`config.mk`:
```
export PLATFORM = sky130hd
export DESIGN_NAME = spi_frame_master
export DESIGN_NICKNAME = d
export VERILOG_FILES = /design/src/rtl/spi_frame_pkg.sv /design/src/rtl/spi_half_timer.sv /design/src/rtl/spi_gap_timer.sv /design/src/rtl/spi_shift_unit.sv /design/src/rtl/spi_frame_master.sv
export SDC_FILE = /design/constraint.sdc
export NUM_CORES = 1
export LEC_CHECK = 0
export BUFFER_PORTS_ARGS = -buffer_cell sky130_fd_sc_hd__buf_4
export CORE_UTILIZATION = 25
export DETAILED_ROUTE_END_ITERATION = 10
export HOLD_SLACK_MARGIN = 0.08
export SLEW_MARGIN = 20
export SYNTH_ARGS = -nofsm -noshare
export SYNTH_HDL_FRONTEND = slang
export SYNTH_SLANG_ARGS = --single-unit
```
`constraint.sdc`:
```
create_clock -name clk -period 4.3 [get_ports clk]
set_input_delay 0.86 -clock clk [delete_from_list [all_inputs] [get_ports clk]]
set_output_delay 0.86 -clock clk [all_outputs]
set_load 0.1 [all_outputs]
```
`src/rtl/spi_frame_pkg.sv`:
```
package spi_frame_pkg;
   typedef enum logic [1:0] {
      ST_IDLE  = 2'd0,
      ST_FRAME = 2'd1,
      ST_GAP   = 2'd2
   } fsm_e;
endpackage

```
`src/rtl/spi_half_timer.sv`:
```
// Half-slot prescaler: a half slot lasts 4*(div+1) system clocks.
module spi_half_timer #(
   parameter int DIV_W = 8
) (
   input  logic             clk,
   input  logic             rst_n,
   input  logic             run,
   input  logic [DIV_W-1:0] div,
   output logic             half_end
);
   localparam int CNT_W = DIV_W + 2;

   logic [CNT_W-1:0] tq;

   // 4*(div+1)-1 == {div, 2'b11}; it cannot overflow CNT_W
   assign half_end = run && (tq == {div, 2'b11});

   always_ff @(posedge clk or negedge rst_n) begin
      if (!rst_n)               tq <= '0;
      else if (!run || half_end) tq <= '0;
      else                       tq <= tq + CNT_W'(1);
   end
endmodule

```
`src/rtl/spi_gap_timer.sv`:
```
// Counts hang pulses during the inter-frame gap.
module spi_gap_timer #(
   parameter int GAP_W = 17
) (
   input  logic             clk,
   input  logic             rst_n,
   input  logic             clear,
   input  logic             active,
   input  logic             hang,
   input  logic [GAP_W-1:0] limit,
   output logic             expire
);
   logic [GAP_W-1:0] cnt;

   assign expire = active && hang && (cnt == (limit - GAP_W'(1)));

   always_ff @(posedge clk or negedge rst_n) begin
      if (!rst_n)              cnt <= '0;
      else if (clear)          cnt <= '0;
      else if (active && hang) cnt <= cnt + GAP_W'(1);
   end
endmodule

```
`src/rtl/spi_shift_unit.sv`:
```
// Transmit and receive shift registers.
module spi_shift_unit #(
   parameter int FRAME_BITS = 32
) (
   input  logic                  clk,
   input  logic                  rst_n,
   input  logic                  load,
   input  logic [FRAME_BITS-1:0] tx_in,
   input  logic                  advance,
   input  logic                  capture,
   input  logic                  miso,
   output logic                  tx_msb,
   output logic [FRAME_BITS-1:0] rx_word
);
   logic [FRAME_BITS-1:0] tx_q;
   logic [FRAME_BITS-1:0] rx_q;

   always_ff @(posedge clk or negedge rst_n) begin
      if (!rst_n)       tx_q <= '0;
      else if (load)    tx_q <= tx_in;
      else if (advance) tx_q <= {tx_q[FRAME_BITS-2:0], 1'b0};
   end

   always_ff @(posedge clk or negedge rst_n) begin
      if (!rst_n)       rx_q <= '0;
      else if (load)    rx_q <= '0;
      else if (capture) rx_q <= {rx_q[FRAME_BITS-2:0], miso};
   end

   assign tx_msb  = tx_q[FRAME_BITS-1];
   assign rx_word = rx_q;
endmodule

```
`src/rtl/spi_frame_master.sv`:
```
module spi_frame_master
   import spi_frame_pkg::*;
#(
   parameter int FRAME_BITS = 32,
   parameter int DIV_W      = 8,
   parameter int SKIP_W     = 6,
   parameter int GAP_W      = 17
) (
   input  logic                  clk,
   input  logic                  rst_n,
   input  logic                  start,
   input  logic [FRAME_BITS-1:0] tx_word,
   input  logic                  cfg_cpol,
   input  logic                  cfg_cpha,
   input  logic [DIV_W-1:0]      cfg_clk_div,
   input  logic [SKIP_W-1:0]     cfg_rx_skip,
   input  logic [GAP_W-1:0]      cfg_gap_pulses,
   input  logic                  hang_pulse,
   input  logic                  spi_miso,
   output logic                  busy,
   output logic                  done,
   output logic [FRAME_BITS-1:0] rx_word,
   output logic                  spi_cs_n,
   output logic                  spi_sclk,
   output logic                  spi_mosi
);
   localparam int SLOT_W = $clog2(FRAME_BITS + 2);
   localparam int CMP_W  = ((SLOT_W > SKIP_W) ? SLOT_W : SKIP_W) + 1;
   localparam logic [SLOT_W-1:0] DATA_LAST = SLOT_W'(FRAME_BITS);
   localparam logic [SLOT_W-1:0] HOLD_SLOT = SLOT_W'(FRAME_BITS + 1);

   if (FRAME_BITS < 2) begin : g_bad_frame
      $error("FRAME_BITS must be at least 2");
   end
   if (DIV_W < 1 || SKIP_W < 1 || GAP_W < 1) begin : g_bad_width
      $error("DIV_W, SKIP_W and GAP_W must be at least 1");
   end

   fsm_e              state;
   logic              ph;
   logic [SLOT_W-1:0] slot;
   logic              done_q;
   logic [DIV_W-1:0]  div_q;
   logic              cpol_q, cpha_q;
   logic [SKIP_W-1:0] skip_q;
   logic [GAP_W-1:0]  gap_q;

   logic accept, half_end, mid_pt, slot_end, hold_end;
   logic data_slot, capture, gap_expire, tx_msb;

   assign accept    = (state == ST_IDLE) && start;
   assign mid_pt    = half_end && !ph;
   assign slot_end  = half_end && ph;
   assign hold_end  = slot_end && (slot == HOLD_SLOT);
   assign data_slot = (state == ST_FRAME) && (slot != '0) && (slot <= DATA_LAST);
   assign capture   = mid_pt && data_slot && (CMP_W'(slot) > CMP_W'(skip_q));

   spi_half_timer #(.DIV_W(DIV_W)) u_half (
      .clk      (clk),
      .rst_n    (rst_n),
      .run      (state == ST_FRAME),
      .div      (div_q),
      .half_end (half_end)
   );

   spi_gap_timer #(.GAP_W(GAP_W)) u_gap (
      .clk    (clk),
      .rst_n  (rst_n),
      .clear  (hold_end),
      .active (state == ST_GAP),
      .hang   (hang_pulse),
      .limit  (gap_q),
      .expire (gap_expire)
   );

   spi_shift_unit #(.FRAME_BITS(FRAME_BITS)) u_shift (
      .clk     (clk),
      .rst_n   (rst_n),
      .load    (accept),
      .tx_in   (tx_word),
      .advance (slot_end && data_slot),
      .capture (capture),
      .miso    (spi_miso),
      .tx_msb  (tx_msb),
      .rx_word (rx_word)
   );

   always_ff @(posedge clk or negedge rst_n) begin
      if (!rst_n) begin
         state  <= ST_IDLE;
         ph     <= 1'b0;
         slot   <= '0;
         done_q <= 1'b0;
         div_q  <= '0;
         cpol_q <= 1'b0;
         cpha_q <= 1'b0;
         skip_q <= '0;
         gap_q  <= '0;
      end else begin
         done_q <= hold_end;
         unique case (state)
            ST_IDLE: if (accept) begin
               state  <= ST_FRAME;
               ph     <= 1'b0;
               slot   <= '0;
               div_q  <= cfg_clk_div;
               cpol_q <= cfg_cpol;
               cpha_q <= cfg_cpha;
               skip_q <= cfg_rx_skip;
               gap_q  <= cfg_gap_pulses;
            end
            ST_FRAME: begin
               if (half_end) ph <= ~ph;
               if (hold_end)      state <= (gap_q == '0) ? ST_IDLE : ST_GAP;
               else if (slot_end) slot  <= slot + SLOT_W'(1);
            end
            ST_GAP: if (gap_expire) state <= ST_IDLE;
            default: state <= ST_IDLE;
         endcase
      end
   end

   logic idle_lvl, act_half;
   always_comb begin
      idle_lvl = (state == ST_IDLE) ? cfg_cpol : cpol_q;
      act_half = cpha_q ? !ph : ph;
      spi_sclk = idle_lvl ^ (data_slot && act_half);
   end

   assign spi_mosi = data_slot && tx_msb;
   assign spi_cs_n = (state != ST_FRAME);
   assign busy     = (state != ST_IDLE);
   assign done     = done_q;
endmodule

```
==> flow_summary.toml, run 1 <==
[status]
status = "complete, no violations"

[min_path]
min_path_type = "input pin to asynchronous set/reset pin"

[final_layout]
drive_gt1_share_pct = 18.9
n_antenna_cell = 0
areaGrowthSynthToFinish_pct = 25.7
stdcell_count = 1150
design_area_mm2 = 0.00829
nets = 885
final_util_pct = 31.9

[global_routing]
gr-total-overflow = 0
grtUsageMet1_pct = 16.1
grt_busiest_layer = "met2"
grt_pass1_vias = 4931
met2_usage_pct = 19.0
grt_pass1_wl_mm = 25.7
grt_max_degree = 85
grt_use_total_pct = 12.2
antenna_found_initial = 0
met3_usage_pct = 3.69

[yosys]
syn-num-nets = 788
synth-seq-cells = 134
syn_inst = 705
synthArstFlopShare_pct = 100
syn_area_per_cell_um2 = 9.36
netlist_area_mm2 = 0.00660
yosysUniqueCellTypes = 48
yosysWarnings = 0
synth_edf_count = 0
synthTopCellsByCount = "182 x nand2_1, 134 x dfrtp_1, 72 x o21ai_0"
ys_seq_area_share_pct = 50.8
synth_area_leaders = "dfrtp_1 51%, nand2_1 10%, mux2i_1 6.2%"
synth_ff_type = "dfrtp_1"
synth_top_area_share_pct = 50.8
synth_top_area_cell = "dfrtp_1"
synth_most_common_cell = "nand2_1"

[cts]
cts-buffers-inserted = 17
cts_tree = "done"
htree_levels = 4
numClockSinks = 134
cts_root_buffer = "clkbuf_16"
clockBufferDepth = 2
cts_resized = 0
cts.hold.buffers_added = 0
clk_pin_slew_ps = 60
clk_latency_ps = 420
postCtsSetupBuffers = 0

[place]
dpl.cell_count = 1118
preCtsSetupSlack_ps = 1190
placed_cell_area_mm2 = 0.00774
io_buffer_count = 106
routabilityCongestion = 0.852
hpwl_mm = 10.9

[pwr]
p_seq_share_pct = 40.9
ir_worst_vdd_mv = 0.275
p_int_mw = 2.85
p_sw_mw = 1.63
pwr-share-comb_pct = 28.1
power.density_mw_per_mm2 = 540
swShare_pct = 36.4
p_clk_share_pct = 31.0
power.leakage_nw = 3.78

[timing]
slew_viol_final = 0
rsz0062_at_grt = "false"
setup_viol = 0
timing.final.crit_share_pct = 73.5
slew_headroom_pct = 34.9
hold_violations = 0
tightest_slew_ps = 976
fin_setup_tns_ps = 0
min_period_ps = 3160
fmax_mhz = 316
skew_ps = 12.5
setup_slack_ps = 1140

[setup_path]
start_kind = "flop"
criticalPathCategory = "flop to output pin"
cp_max_fo = 5
arrival_ps = 2300
r2r-end = "u_shift.rx_word[2]$_DFFE_PN0P_"
end_kind = "output pin"
regToRegSetupSlack_ps = 1210
crit_path_start = "slot[0]$_DFFE_PN0P_"
cp.required_ps = 3440
endpoint = "spi_sclk"
reg2regPathDepth = 7
regToRegStartpoint = "state[1]$_DFFE_PN0P_"

[job]
maxCapViolations = 0

[drt]
vias_per_cell = 4.35
dr.pass1.iters = 7
post_drt_wl_per_cell_um = 13.6
ant_nets = 0
route.detailed.drc = 0
num_vias = 5002
wirelength_mm = 15.7
drtIter0Drc = 186

[floorplanning]
die-area_mm2 = 0.0270
die_w_um = 164
initial_core_util_pct = 25.4
die_h_um = 164
rows = 59
core_mm2 = 0.0260
io_pins = 107
==> power by group through the flow <==
stage	Clock [mW]	Combinational [mW]	Sequential, mW
after floorplan	0	0.805	1.96
after global placement	0	1.25	1.85
after detailed placement	0	1.28	1.85
after CTS	1.43	1.28	1.83
after global routing	1.48	1.41	1.88
final	1.39	1.26	1.83
==> cell families (layout without fill, tap and decap cells) <==
logic type / after synthesis / count (layout) / share of synthesized area [%]
AND/OR/NAND/NOR: 305 / 305 / 20.7
adder cells (fa/ha/maj): 13 / 13 / 2.47
flip-flops: 134 / 134 / 50.8
AO/OA/AOI/OAI: 100 / 100 / 8.54
XOR/XNOR: 59 / 59 / 7.83
multiplexers: 42 / 42 / 6.39
buffers and inverters: 52 / 162 / 3.21
==> state kept, by name, indices dropped and copies added, names as in the netlist, 2 cells and up <==
signal and flops:
u_shift.tx_q 32, state 2, u_shift.rx_word 32, u_half.tq 10, slot 6, u_gap.cnt 17, div_q 8, skip_q 6
gap_q 17
==> worst min path at each step <==
stage                                  from                         endpoint  slack (ps)  cells after the start
3_3_place_gp             cpol_q$_DFFE_PN0P_               cpol_q$_DFFE_PN0P_         460                      2
4_1_cts         u_shift.tx_q[5]$_DFFE_PN0P_      u_shift.tx_q[5]$_DFFE_PN0P_         480                      2
5_1_grt        u_shift.tx_q[30]$_DFFE_PN0P_     u_shift.tx_q[30]$_DFFE_PN0P_         500                      2
6_report                              rst_n  u_shift.rx_word[22]$_DFFE_PN0P_         480                      1
3_5_place_dp             cpol_q$_DFFE_PN0P_               cpol_q$_DFFE_PN0P_         470                      2
2_1_floorplan  u_shift.tx_q[31]$_DFFE_PN0P_     u_shift.tx_q[31]$_DFFE_PN0P_         440                      2
==> stage by stage <==
step                      hold slack [ps]  power, mW
final                                 479       4.48
after global routing                  497       4.77
after CTS                             483       4.55
after detailed placement              468       3.13
after global placement                459       3.10
after floorplan                       442       2.76
==> cell usage in the layout, fill, tap and decap left out, drive strengths merged, types with 10 or more instances in the layout <==
master | synthesis | layout
inv | 17 | 18
clkbuf | 29 | 21
nand2 | 182 | 182
ha | 13 | 13
o21ai | 73 | 73
nor3 | 10 | 10
nand3 | 14 | 14
xnor2 | 33 | 33
nor2 | 44 | 44
buf | 6 | 113
dfrtp | 134 | 134
xor2 | 26 | 26
mux2i | 41 | 41
==> layout make-up <==
type	instances	area, um^2
Tap cell	335	419
Timing Repair Buffer	113	852
Clock inverter	11	103
Clock buffer	21	450
Multi-Input combinational cell	519	3050
Inverter	17	63.8
Sequential cell	134	3350
Fill cell	2719	17700
==> metal layers <==
metal / vias to the layer above / part of all wire [%]
met5: - / 0
met1: 2355 / 48
met2: 86 / 46
met4: 0 / 1.1
met3: 10 / 5.1
li1: 2551 / -
==> worst max-delay path, stage by stage (launching register included) <==
cell and delay, ps:
dfrtp_1 420, inv_1 100, ha_1 140, nor4b_1 290, xnor2_1 190, nand2_1 100, nor2_1 140, xnor2_1 170
buf_4 340
Note: power is estimated with default switching activity, not from simulation.
==> inputs of run 2 (changes only) <==
clock period = 3.14 ns   (was 4.3 ns; I/O delays follow)
==> run 2 against run 1 <==
Combinational power up 43%. Register-to-register slack lost 860 ps. Sequential cell count unchanged. Non-clock buffer count increased by 7. Die area unchanged. Core utilization up 0.90 points. Hold slack worse by 270 ps. Largest cell class unchanged.
==> flow_summary.toml, run 2 (synthesis results as in run 1) <==
[status]
status = "complete, no violations"

[floorplanning]
core_mm2 = 0.0260
die_w_um = 164
io_pins = 107
initial_core_util_pct = 25.4
rows = 59
die_h_um = 164
die-area_mm2 = 0.0270

[setup_path]
start_kind = "flop"
arrival_ps = 2240
cp_max_fo = 5
crit_path_start = "slot[0]$_DFFE_PN0P_"
criticalPathCategory = "flop to output pin"
end_kind = "output pin"
cp.required_ps = 2510
regToRegStartpoint = "state[1]$_DFFE_PN0P_"

[cts]
cts-buffers-inserted = 17
cts.hold.buffers_added = 0
numClockSinks = 134
htree_levels = 4
clockBufferDepth = 2
clk_latency_ps = 420
cts_root_buffer = "clkbuf_16"
cts_tree = "done"
clk_pin_slew_ps = 60

[timing]
slew_headroom_pct = 47.0
tightest_slew_ps = 788
fin_setup_tns_ps = 0
fmax_mhz = 349
min_period_ps = 2860
timing.final.crit_share_pct = 91.2
setup_viol = 0
setup_slack_ps = 276
hold_slack_ps = 212
slew_viol_final = 0
hold_violations = 0
skew_ps = 9.15
rsz0062_at_grt = "false"

[final_layout]
final_cell_mix = "181 x nand2_1, 134 x dfrtp_1, 116 x buf_4, 72 x o21ai_0, 43 x nor2_1"
design_area_mm2 = 0.00852
areaGrowthSynthToFinish_pct = 29.2
mostFrequentLayoutCell = "nand2_1"
drive_gt1_share_pct = 20.2
nets = 892
n_antenna_cell = 0
seqCellArea_mm2 = 0.00335
fillers = 2729
multiInputGateArea_mm2 = 0.00307

[global_routing]
grt_max_degree = 68
gr-total-overflow = 0
antenna_found_initial = 0
grt_pass1_vias = 5009
grt_pass1_wl_mm = 25.9
grt_use_total_pct = 12.3

[place]
routabilityCongestion = 0.861
preCtsSetupSlack_ps = 369
placed_cell_area_mm2 = 0.00782
io_buffer_count = 106
hpwl_mm = 11.1

[drt]
dr.pass1.iters = 4
post_drt_wl_per_cell_um = 13.5
route.detailed.drc = 0
ant_nets = 0
vias_per_cell = 4.38
num_vias = 5063
wirelength_mm = 15.7
drtIter0Drc = 213

[pwr]
ir_worst_vdd_mv = 0.305
power.leakage_nw = 3.91
power.density_mw_per_mm2 = 779

[job]
maxCapViolations = 0

[min_path]
min_path_type = "input pin to asynchronous set/reset pin"
==> run 2: stage by stage <==
step                std cells  utilization, %  power, mW
finish                   1157            32.8       6.64
global route             1157            32.8       7.05
CTS                      1157            32.8       6.72
detailed placement       1125            30.1       4.33
global placement         1125            30.1       4.29
floorplan                 705               -       3.79
==> run 2: timing repair <==
| action | CTS | global route |
|---|---|---|
| setup endpoints to repair | 1 | 1 |
| buffers inserted | 0 | 0 |
| resized for setup | 1 | 2 |
==> run 2: layout make-up <==
| class | count | area share [%] |
|---|---|---|
| flip-flops and latches | 134 | 39.3 |
| well taps | 335 | 4.92 |
| clock buffers | 21 | 5.52 |
| multi-input cells | 519 | 36.0 |
| repair buffers | 120 | 10.9 |
| inverters | 17 | 0.749 |
| clock inverters | 11 | 2.57 |
==> run 2: final timing paths <==
| kind | slack [ps] | end | cells past startpoint |
|---|---|---|---|
| worst max-delay path | 280 | spi_sclk | 8 |
| worst min-delay path | 210 | gap_q[2]$_DFFE_PN0P_ | 1 |
| worst max register to register | 350 | u_shift.rx_word[28]$_DFFE_PN0P_ | 7 |
| worst min register to register | 470 | u_shift.tx_q[31]$_DFFE_PN0P_ | 2 |
| max in group asynchronous | 2180 | div_q[7]$_DFFE_PN0P_ | 2 |
| min in group clk | 400 | gap_q[5]$_DFFE_PN0P_ | 3 |
==> run 2: critical path, cell delays in order (launching register included) <==
cell and delay (ps):
dfrtp_1 420, inv_1 110, ha_1 150, nor4b_2 240, xnor2_1 180, nand2_1 110, nor2_2 210, xnor2_2 150
buf_6 240
==> run 2: metal layers <==
| metal | wire length (um) | up-vias | global-route usage, % |
|---|---|---|---|
| met5 | 0 | - | 0 |
| met4 | 158 | 0 | 3.84 |
| met3 | 659 | 14 | 3.54 |
| met2 | 7420 | 87 | 19.6 |
| met1 | 7430 | 2398 | 15.9 |
| li1 | - | 2564 | - |
==> run 2: power breakdown <==
group	total (mW)	internal [mW]	switching (mW)	leakage (nW)
clock network	2.33	1.56	0.775	0.334
registers	2.50	2.14	0.365	1.76
logic	1.80	0.696	1.11	1.81
